File: src/rtl/glue_pkg.sv
package glue_pkg;

    localparam int BYTE_AW = 24;
    typedef logic [BYTE_AW-1:0] baddr_t;

    typedef enum logic [1:0] {
        RG_NONE = 2'd0,
        RG_RAM  = 2'd1,
        RG_ROM  = 2'd2,
        RG_PER  = 2'd3
    } region_e;

    typedef struct packed {
        logic rom;
        logic ram;
        logic per;
    } sel_t;

    localparam baddr_t ROM_BASE = 24'hF0_0000;
    localparam baddr_t ROM_MASK = 24'hF0_0000;
    localparam baddr_t PER_BASE = 24'hE0_0000;
    localparam baddr_t PER_MASK = 24'hFF_0000;
    localparam baddr_t RAM_BASE = 24'h00_0000;
    localparam baddr_t RAM_MASK = 24'hC0_0000;

    function automatic logic hit(input baddr_t a, input baddr_t base, input baddr_t mask);
        return (a & mask) == base;
    endfunction

    function automatic region_e classify(input baddr_t a, input logic overlay);
        if (hit(a, ROM_BASE, ROM_MASK))      return RG_ROM;
        else if (hit(a, PER_BASE, PER_MASK)) return RG_PER;
        else if (hit(a, RAM_BASE, RAM_MASK)) return overlay ? RG_ROM : RG_RAM;
        else                                 return RG_NONE;
    endfunction

    function automatic int max_of(input int a, input int b);
        return (a > b) ? a : b;
    endfunction

endpackage

File: src/rtl/glue_decoder.sv
module glue_decoder
    import glue_pkg::*;
(
    input  logic         clk,
    input  logic         rst,
    input  logic         as_n,
    input  logic [23:1]  addr,
    input  logic         overlay,
    output sel_t         sel,
    output region_e      region,
    output logic         home_hit
);
    baddr_t byte_addr;
    assign byte_addr = {addr, 1'b0};

    always_comb begin
        region = classify(byte_addr, overlay);
        sel    = '0;
        if (!as_n) begin
            unique case (region)
                RG_ROM:  sel.rom = 1'b1;
                RG_RAM:  sel.ram = 1'b1;
                RG_PER:  sel.per = 1'b1;
                default: sel     = '0;
            endcase
        end
    end

    assign home_hit = !as_n && hit(byte_addr, ROM_BASE, ROM_MASK);


    cs_idle_chk: assert property (@(posedge clk) disable iff (rst)
        as_n |-> (sel == '0));


    cs_onehot_chk: assert property (@(posedge clk) disable iff (rst)
        $onehot0({sel.rom, sel.ram, sel.per}));

endmodule

File: src/rtl/glue_lanes.sv
module glue_lanes (
    input  logic clk,
    input  logic rst,
    input  logic as_n,
    input  logic uds_n,
    input  logic lds_n,
    input  logic rw,
    input  logic any_sel,
    output logic rd_hi_n,
    output logic rd_lo_n,
    output logic wr_hi_n,
    output logic wr_lo_n
);
    logic live, rd_ok, wr_ok;

    assign live  = !as_n && any_sel;
    assign rd_ok = live && rw;
    assign wr_ok = live && !rw;

    assign rd_hi_n = !(rd_ok && !uds_n);
    assign rd_lo_n = !(rd_ok && !lds_n);
    assign wr_hi_n = !(wr_ok && !uds_n);
    assign wr_lo_n = !(wr_ok && !lds_n);


    no_write_on_read_chk: assert property (@(posedge clk) disable iff (rst)
        rw |-> (wr_hi_n && wr_lo_n));


    no_read_on_write_chk: assert property (@(posedge clk) disable iff (rst)
        !rw |-> (rd_hi_n && rd_lo_n));

endmodule

File: src/rtl/glue_dtack_timer.sv
module glue_dtack_timer
    import glue_pkg::*;
#(
    parameter int RAM_WAIT    = 0,
    parameter int ROM_RD_WAIT = 2,
    parameter int ROM_WR_WAIT = 2_500_000,
    parameter int PER_WAIT    = 4,
    parameter int NONE_WAIT   = 1
) (
    input  logic    clk,
    input  logic    rst,
    input  logic    as_n,
    input  logic    rw,
    input  region_e region,
    output logic    dtack_n
);
    localparam int MAXW = max_of(max_of(max_of(RAM_WAIT, ROM_RD_WAIT),
                                        max_of(ROM_WR_WAIT, PER_WAIT)), NONE_WAIT);
    localparam int CW   = (MAXW < 1) ? 1 : $clog2(MAXW + 1);

    logic          active_q;
    logic [CW-1:0] cnt_q;
    logic [CW-1:0] load_val;

    always_comb begin
        unique case (region)
            RG_RAM:  load_val = CW'(RAM_WAIT);
            RG_ROM:  load_val = rw ? CW'(ROM_RD_WAIT) : CW'(ROM_WR_WAIT);
            RG_PER:  load_val = CW'(PER_WAIT);
            default: load_val = CW'(NONE_WAIT);
        endcase
    end

    always_ff @(posedge clk) begin
        if (rst) begin
            active_q <= 1'b0;
            cnt_q    <= '0;
        end else if (as_n) begin
            active_q <= 1'b0;
        end else if (!active_q) begin
            active_q <= 1'b1;
            cnt_q    <= load_val;
        end else if (cnt_q != '0) begin
            cnt_q    <= cnt_q - 1'b1;
        end
    end

    assign dtack_n = !(active_q && (cnt_q == '0) && !as_n);


    dtack_release_chk: assert property (@(posedge clk) disable iff (rst)
        as_n |-> dtack_n);


    dtack_not_early_chk: assert property (@(posedge clk) disable iff (rst)
        (!as_n && $past(as_n)) |-> dtack_n);

endmodule

File: src/rtl/cpu_bus_glue.sv
module cpu_bus_glue
    import glue_pkg::*;
#(
    parameter int RAM_WAIT    = 0,
    parameter int ROM_RD_WAIT = 2,
    parameter int ROM_WR_WAIT = 2_500_000,
    parameter int PER_WAIT    = 4,
    parameter int NONE_WAIT   = 1
) (
    input  logic        clk,
    input  logic        rst,
    input  logic        as_n,
    input  logic        uds_n,
    input  logic        lds_n,
    input  logic        rw,
    input  logic [23:1] addr,
    output logic        rom_cs_n,
    output logic        ram_cs_n,
    output logic        per_cs_n,
    output logic        rd_hi_n,
    output logic        rd_lo_n,
    output logic        wr_hi_n,
    output logic        wr_lo_n,
    output logic        dtack_n
);
    logic    overlay_q;
    sel_t    sel;
    region_e region;
    logic    home_hit;

    // overlay set by reset, cleared by first ROM-home access
    always_ff @(posedge clk) begin
        if (rst)           overlay_q <= 1'b1;
        else if (home_hit) overlay_q <= 1'b0;
    end

    glue_decoder u_dec (
        .clk      (clk),
        .rst      (rst),
        .as_n     (as_n),
        .addr     (addr),
        .overlay  (overlay_q),
        .sel      (sel),
        .region   (region),
        .home_hit (home_hit)
    );

    glue_lanes u_lanes (
        .clk     (clk),
        .rst     (rst),
        .as_n    (as_n),
        .uds_n   (uds_n),
        .lds_n   (lds_n),
        .rw      (rw),
        .any_sel (|sel),
        .rd_hi_n (rd_hi_n),
        .rd_lo_n (rd_lo_n),
        .wr_hi_n (wr_hi_n),
        .wr_lo_n (wr_lo_n)
    );

    glue_dtack_timer #(
        .RAM_WAIT    (RAM_WAIT),
        .ROM_RD_WAIT (ROM_RD_WAIT),
        .ROM_WR_WAIT (ROM_WR_WAIT),
        .PER_WAIT    (PER_WAIT),
        .NONE_WAIT   (NONE_WAIT)
    ) u_timer (
        .clk     (clk),
        .rst     (rst),
        .as_n    (as_n),
        .rw      (rw),
        .region  (region),
        .dtack_n (dtack_n)
    );

    assign rom_cs_n = !sel.rom;
    assign ram_cs_n = !sel.ram;
    assign per_cs_n = !sel.per;


    overlay_sticky_chk: assert property (@(posedge clk) disable iff (rst)
        !overlay_q |=> !overlay_q);


    reset_overlay_chk: assert property (@(posedge clk)
        rst |=> overlay_q);

endmodule

File: config.mk
export PLATFORM = sky130hd
export DESIGN_NAME = cpu_bus_glue
export DESIGN_NICKNAME = d
export VERILOG_FILES = /design/src/rtl/glue_pkg.sv /design/src/rtl/glue_decoder.sv /design/src/rtl/glue_lanes.sv /design/src/rtl/glue_dtack_timer.sv /design/src/rtl/cpu_bus_glue.sv
export SDC_FILE = /design/constraint.sdc
export NUM_CORES = 1
export LEC_CHECK = 0
export ABC_CLOCK_PERIOD_IN_PS = 2900
export BUFFER_PORTS_ARGS = -buffer_cell sky130_fd_sc_hd__buf_4
export CORE_ASPECT_RATIO = 0.8
export CORE_UTILIZATION = 40
export CTS_BUF_LIST = sky130_fd_sc_hd__clkbuf_2
export DETAILED_ROUTE_END_ITERATION = 10
export MAX_ROUTING_LAYER = met4
export RECOVER_POWER = 50
export SLEW_MARGIN = 15
export SYNTH_ARGS = -nofsm -noshare
export SYNTH_HDL_FRONTEND = slang
export SYNTH_HIERARCHICAL = 1
export SYNTH_SLANG_ARGS = --single-unit
File: constraint.sdc
create_clock -name clk -period 2.9 [get_ports clk]
set_input_delay 0.435 -clock clk [delete_from_list [all_inputs] [get_ports clk]]
set_output_delay 0.435 -clock clk [all_outputs]
set_load 0.01 [all_outputs]
==> impl_metrics.toml, run 1 <==
[clock_tree]
cts_setup_buffers = 0
cts_resized = 0
clkTransAtPathRegs_ns = 0.23
cts_htree_levels = 1
clock-sinks = 24
cts_buffer_depth = 2
clock_latency_ns = 0.34
cts_tree = "done"
cts_buffers = 3
root_buffer = "clkbuf_2"
hold_buffers = 0

[synthesis]
syn_area_um2 = 1520
synth_warnings = 6
synth_area_per_cell_um2 = 8.20
synth_cell_types = 52
synth_area_leaders = "dfxtp_1 (32%), a21oi_1 (6.3%), nor2_1 (4.2%)"
synth_seq_cells = 24
netlist_instances = 185
yosys.area.top_type = "dfxtp_1"
yosysSeqAreaShare_pct = 31.7
ys_dominant_reg_cell = "dfxtp_1"
synth_edf_count = 0
async_reset_ff_share_pct = 0
yosysTopAreaCellShare_pct = 31.7
synth_nets = 215

[flow_run]
max_cap_viol_count = 0

[finish]
design_area_um2 = 1680
area_growth_pct = 10.8
final_cell_mix = "dfxtp_1 (24), a21oi_1 (19), buf_4 (18)"
fill_cells = 376
ff_latch_area_um2 = 480
fin_nets = 237
multi_input_area_um2 = 935
antenna_cells = 0
final_common_cell = "dfxtp_1"
drive_above_1_share_pct = 16.5

[floorplan]
die-area_um2 = 4050
core-area_um2 = 3520
rows = 19
initial_core_util_pct = 43.1
die_h_um = 57.1
die_w_um = 70.9
ios = 37

[timing]
clock-skew-final_ns = 0.0146
layout_min_cycle_time_ns = 2.61
hold_violations = 0
clock.fmax_ghz = 0.382
setup_viol = 0
setup_tns_ns = 0
rsz0062_at_grt = "no"
tightest_slew_ns = 0.895
max-slew-margin-rel_pct = 40.2
finalMaxSlewViolations = 0
finalCritPeriodShare_pct = 90.2

[pwr]
powerDensity_nw_per_um2 = 498
power_leakage_nw = 0.621
peakVddDrop_uv = 300

[setup_path]
startpoint_type = "input pin"
critical_path.startpoint = "addr[17]"
crit_path_top_delay_cell = "or4_1"
cp_max_fo = 4
worst-path-buf-inv = 3
path_delay_family = "simple AND/OR/NAND/NOR gates"
arrival_ns = 2.18
critical-path-max-stage-delay_ns = 0.59
path_class = "input pin to output port"
critPathRequiredTime_ns = 2.47
worst_setup_path_end_kind = "output port"
worstReg2RegStart = "u_timer/cnt_q[2]$_SDFFE_PP0P_"
worstPathCellList = "clkbuf_4 -> or4_1 -> nor3_1 -> inv_1 -> nand3_1 -> or4b_1 -> buf_4"

[global_route]
grt_max_degree = 27
antenna_found_initial = 0
grtUsageTotal_pct = 20.6
grt_pass1_vias = 1357
gr-total-overflow = 0
grt_pass1_wl_um = 6410

[route]
via_per_inst = 5.94
wl_um = 3720
drtIter0Drc = 89
wl_per_cell_um = 15.0
vias = 1473
drcViolationCount = 0
firstDrtPassIters = 4
antenna_left = 0

[worst_hold_path]
hold_path_class = "input pin to flip-flop"
hp-start = "as_n"

[place]
place_area_um2 = 1700
place.gp.congestion = 0.832
io_buffers = 21
detailed_place_hpwl_um = 2800

[run_status]
status = "finished clean"
## power by group
group	internal (mW)	total, mW	leakage (nW)	switching (mW)
registers	0.358	0.389	0.196	0.0316
clock network	0.0300	0.130	0.0140	0.100
logic	0.128	0.318	0.411	0.190
total	0.516	0.837	0.621	0.322
## through the flow
step	hold slack [ns]	power (mW)	worst slack (ns)	cells	util, %
4_1_cts	0.310	0.857	0.257	248	48.9
2_1_floorplan	0.432	0.640	0.538	185	-
3_5_place_dp	0.468	0.723	0.341	244	48.4
6_report	0.323	0.837	0.285	248	47.8
3_3_place_gp	0.450	0.712	0.378	244	48.4
5_1_grt	0.311	0.900	0.0757	248	47.8
## cell usage after synthesis (2+ instances only)
master	instances
nand2b_1	3
o21bai_1	8
nand4bb_1	2
clkbuf_1	3
o21ai_1	2
or4b_1	3
o41ai_1	2
o21ai_0	11
nand2_2	2
o21a_1	3
nor3_2	2
nand3b_1	2
nor2_1	17
nand2_1	8
nor3_1	8
nor4_1	4
o31a_1	2
a21oi_1	19
nand3_1	6
or3_1	8
xor2_1	3
inv_1	9
or4_1	4
dfxtp_1	24
o2111ai_1	3
## path summary, 6_finish.rpt
check | to | slack (ns) | depth (start not counted)
hold / removal | u_timer/active_q$_SDFF_PP0_ | 0.32 | 2
hold reg to reg | u_timer/cnt_q[20]$_SDFFE_PP0P_ | 0.50 | 2
setup reg to reg | u_timer/cnt_q[1]$_SDFFE_PP0P_ | 0.31 | 6
setup / recovery | wr_lo_n | 0.29 | 7
## worst register-to-register path: cells and delay by family, from the launching register on
family	cells	cell delay, ns
AOI/OAI and AO/OA	3	0.90
DFF	1	0.43
and+or+nand+nor	2	0.84
buffers and inverters	1	0.36
## sequential cells by signal, summed over array words and instances (netlist names)
signal,cells
u_timer/cnt_q,22
overlay_q,1
u_timer/active_q,1
## logic make-up (layout without fill, tap and decap cells)
| kind of cell | after synthesis | after routing | synth area share, % |
|---|---|---|---|
| buf+inv | 16 | 37 | 5.36 |
| fa+ha+maj | 1 | 1 | 0.824 |
| simple gates | 79 | 79 | 32.8 |
| flops | 24 | 24 | 31.7 |
| compound gates | 61 | 61 | 27.0 |
| xor+xnor | 4 | 4 | 2.31 |
## area by class of cell
type	count	area share, %
multi-input combinational	145	55.6
timing repair buffer	24	9.60
tap	42	3.13
clock inverter	1	0.223
sequential	24	28.6
clock buffer	3	0.893
inverter	9	2.01
## per-layer routing
layer / wire length [µm] / GRT usage (%) / part of all wire, %
met3: 130 / 4.24 / 3.5
met5: 0 / - / 0
met4: 14 / 2.57 / 0.38
met2: 1680 / 30.9 / 45
met1: 1900 / 29.5 / 51
Note: power is estimated with default switching activity, not from simulation.
==> run 2, diff against run 1 <==
--- a/config.mk
+++ b/config.mk
@@ -9,7 +9,7 @@
 export BUFFER_PORTS_ARGS = -buffer_cell sky130_fd_sc_hd__buf_4
 export CORE_ASPECT_RATIO = 0.8
 export CORE_UTILIZATION = 40
-export CTS_BUF_LIST = sky130_fd_sc_hd__clkbuf_2
+export CTS_CLUSTER_SIZE = 30
 export DETAILED_ROUTE_END_ITERATION = 10
 export MAX_ROUTING_LAYER = met4
 export RECOVER_POWER = 50
==> impl_metrics.toml, run 2 (synthesis gave the netlist of run 1 again) <==
[global_route]
grtUsageTotal_pct = 20.9
grt_pass1_wl_um = 6430
gr-total-overflow = 0
antenna_found_initial = 0
grt_pass1_vias = 1359
grt_max_degree = 27

[finish]
largest_register = "u_timer/cnt_q"
design_area_um2 = 1730
reg_top3 = "u_timer/cnt_q: 22 flops, overlay_q: 1 flops, u_timer/active_q: 1 flops"
largest_register_ffs = 22
final_util_pct = 49.2
multi_input_area_um2 = 952
final_common_cell = "dfxtp_1"
antenna_cells = 0
final_cell_mix = "dfxtp_1 (24), a21oi_1 (19), buf_4 (17), nor2_1 (17), o21ai_0 (11)"
ff_latch_area_um2 = 480
area_growth_pct = 14.1
drive_above_1_share_pct = 16.5
fill_cells = 367
fin_nets = 237

[setup_path]
worst_setup_path_end_kind = "output port"
cp_max_fo = 4
arrival_ns = 2.19
critPathRequiredTime_ns = 2.47
startpoint_type = "input pin"
path_class = "input pin to output port"
r2r_slack_ns = 0.59

[timing]
hold_violations = 0
setup_viol = 0
clock-skew-final_ns = 0.00363
layout_min_cycle_time_ns = 2.63
finalMaxSlewViolations = 0
clock.fmax_ghz = 0.381
tightest_slew_ns = 0.897
finalCritPeriodShare_pct = 90.5
setup_tns_ns = 0
rsz0062_at_grt = "no"
max-slew-margin-rel_pct = 40.1

[clock_tree]
cts_setup_buffers = 0
clkTransAtPathRegs_ns = 0.08
cts_buffers = 3
hold_buffers = 0
cts_buffer_depth = 2
cts_htree_levels = 1
clock-sinks = 24
cts_tree = "done"
clock_latency_ns = 0.27
root_buffer = "clkbuf_8"
cts_resized = 0

[place]
detailed_place_hpwl_um = 2800
place_area_um2 = 1700
place.gp.congestion = 0.832
io_buffers = 21

[floorplan]
die_h_um = 57.1
rows = 19
die_w_um = 70.9
core-area_um2 = 3520
ios = 37
initial_core_util_pct = 43.1
die-area_um2 = 4050

[pwr]
power_leakage_nw = 0.638
power_mw = 0.941
peakVddDrop_uv = 400
powerDensity_nw_per_um2 = 544

[route]
drtIter0Drc = 94
drcViolationCount = 0
wl_um = 3740
antenna_left = 0
wl_per_cell_um = 15.1
firstDrtPassIters = 4
via_per_inst = 5.95
vias = 1475

[run_status]
status = "finished clean"

[worst_hold_path]
hold_path_class = "input pin to flip-flop"

[flow_run]
max_cap_viol_count = 0
==> run 2: changes by cell type in the layout (fill, tap and decap cells not counted), sizes merged <==
cell / before / now
buf: 18 / 17
clkinv: 1 / 0
clkbuf: 9 / 11
==> run 2: layer usage <==
layer	vias up	GRT usage, %	part of all wire [%]
met5	-	-	0
li1	746	-	-
met2	24	30.9	45
met4	0	4.29	0.62
met3	2	4.24	3.4
met1	703	29.5	51
==> run 2: cell type report <==
class                   count  share of cell area (%)
flip-flops and latches     24                    27.7
multi-input cells         145                    55.0
inverters                   9                    1.95
repair buffers             24                    9.10
clock buffers               4                    3.18
well taps                  42                    3.03
==> run 2: where the power goes <==
part	switching [mW]	internal, mW	total (mW)
registers	0.0329	0.357	0.389
logic	0.193	0.131	0.324
clock network	0.106	0.121	0.227
==> run 2: path summary, 6_finish.rpt <==
| check | cells after the start | end | from |
|---|---|---|---|
| worst min register to register | 1 | overlay_q$_SDFFE_PP1P_ | overlay_q$_SDFFE_PP1P_ |
| worst max-delay path | 7 | wr_lo_n | addr[17] |
| worst max register to register | 6 | u_timer/cnt_q[1]$_SDFFE_PP0P_ | u_timer/cnt_q[18]$_SDFFE_PP0P_ |
| worst min-delay path | 2 | u_timer/active_q$_SDFF_PP0_ | as_n |
==> run 2: critical path: stages <==
cell and delay (ns):
clkbuf_4 0.10, or4_1 0.59, nor3_1 0.20, inv_1 0.08, nand3_1 0.15, or4b_1 0.46
buf_4 0.16
==> run 2: per-stage QoR <==
stage	worst slack [ns]	instances	hold WS, ns
floorplan	0.538	185	0.432
global placement	0.378	244	0.450
detailed placement	0.341	244	0.468
CTS	0.340	248	0.429
global route	0.226	248	0.445
finish	0.274	248	0.429
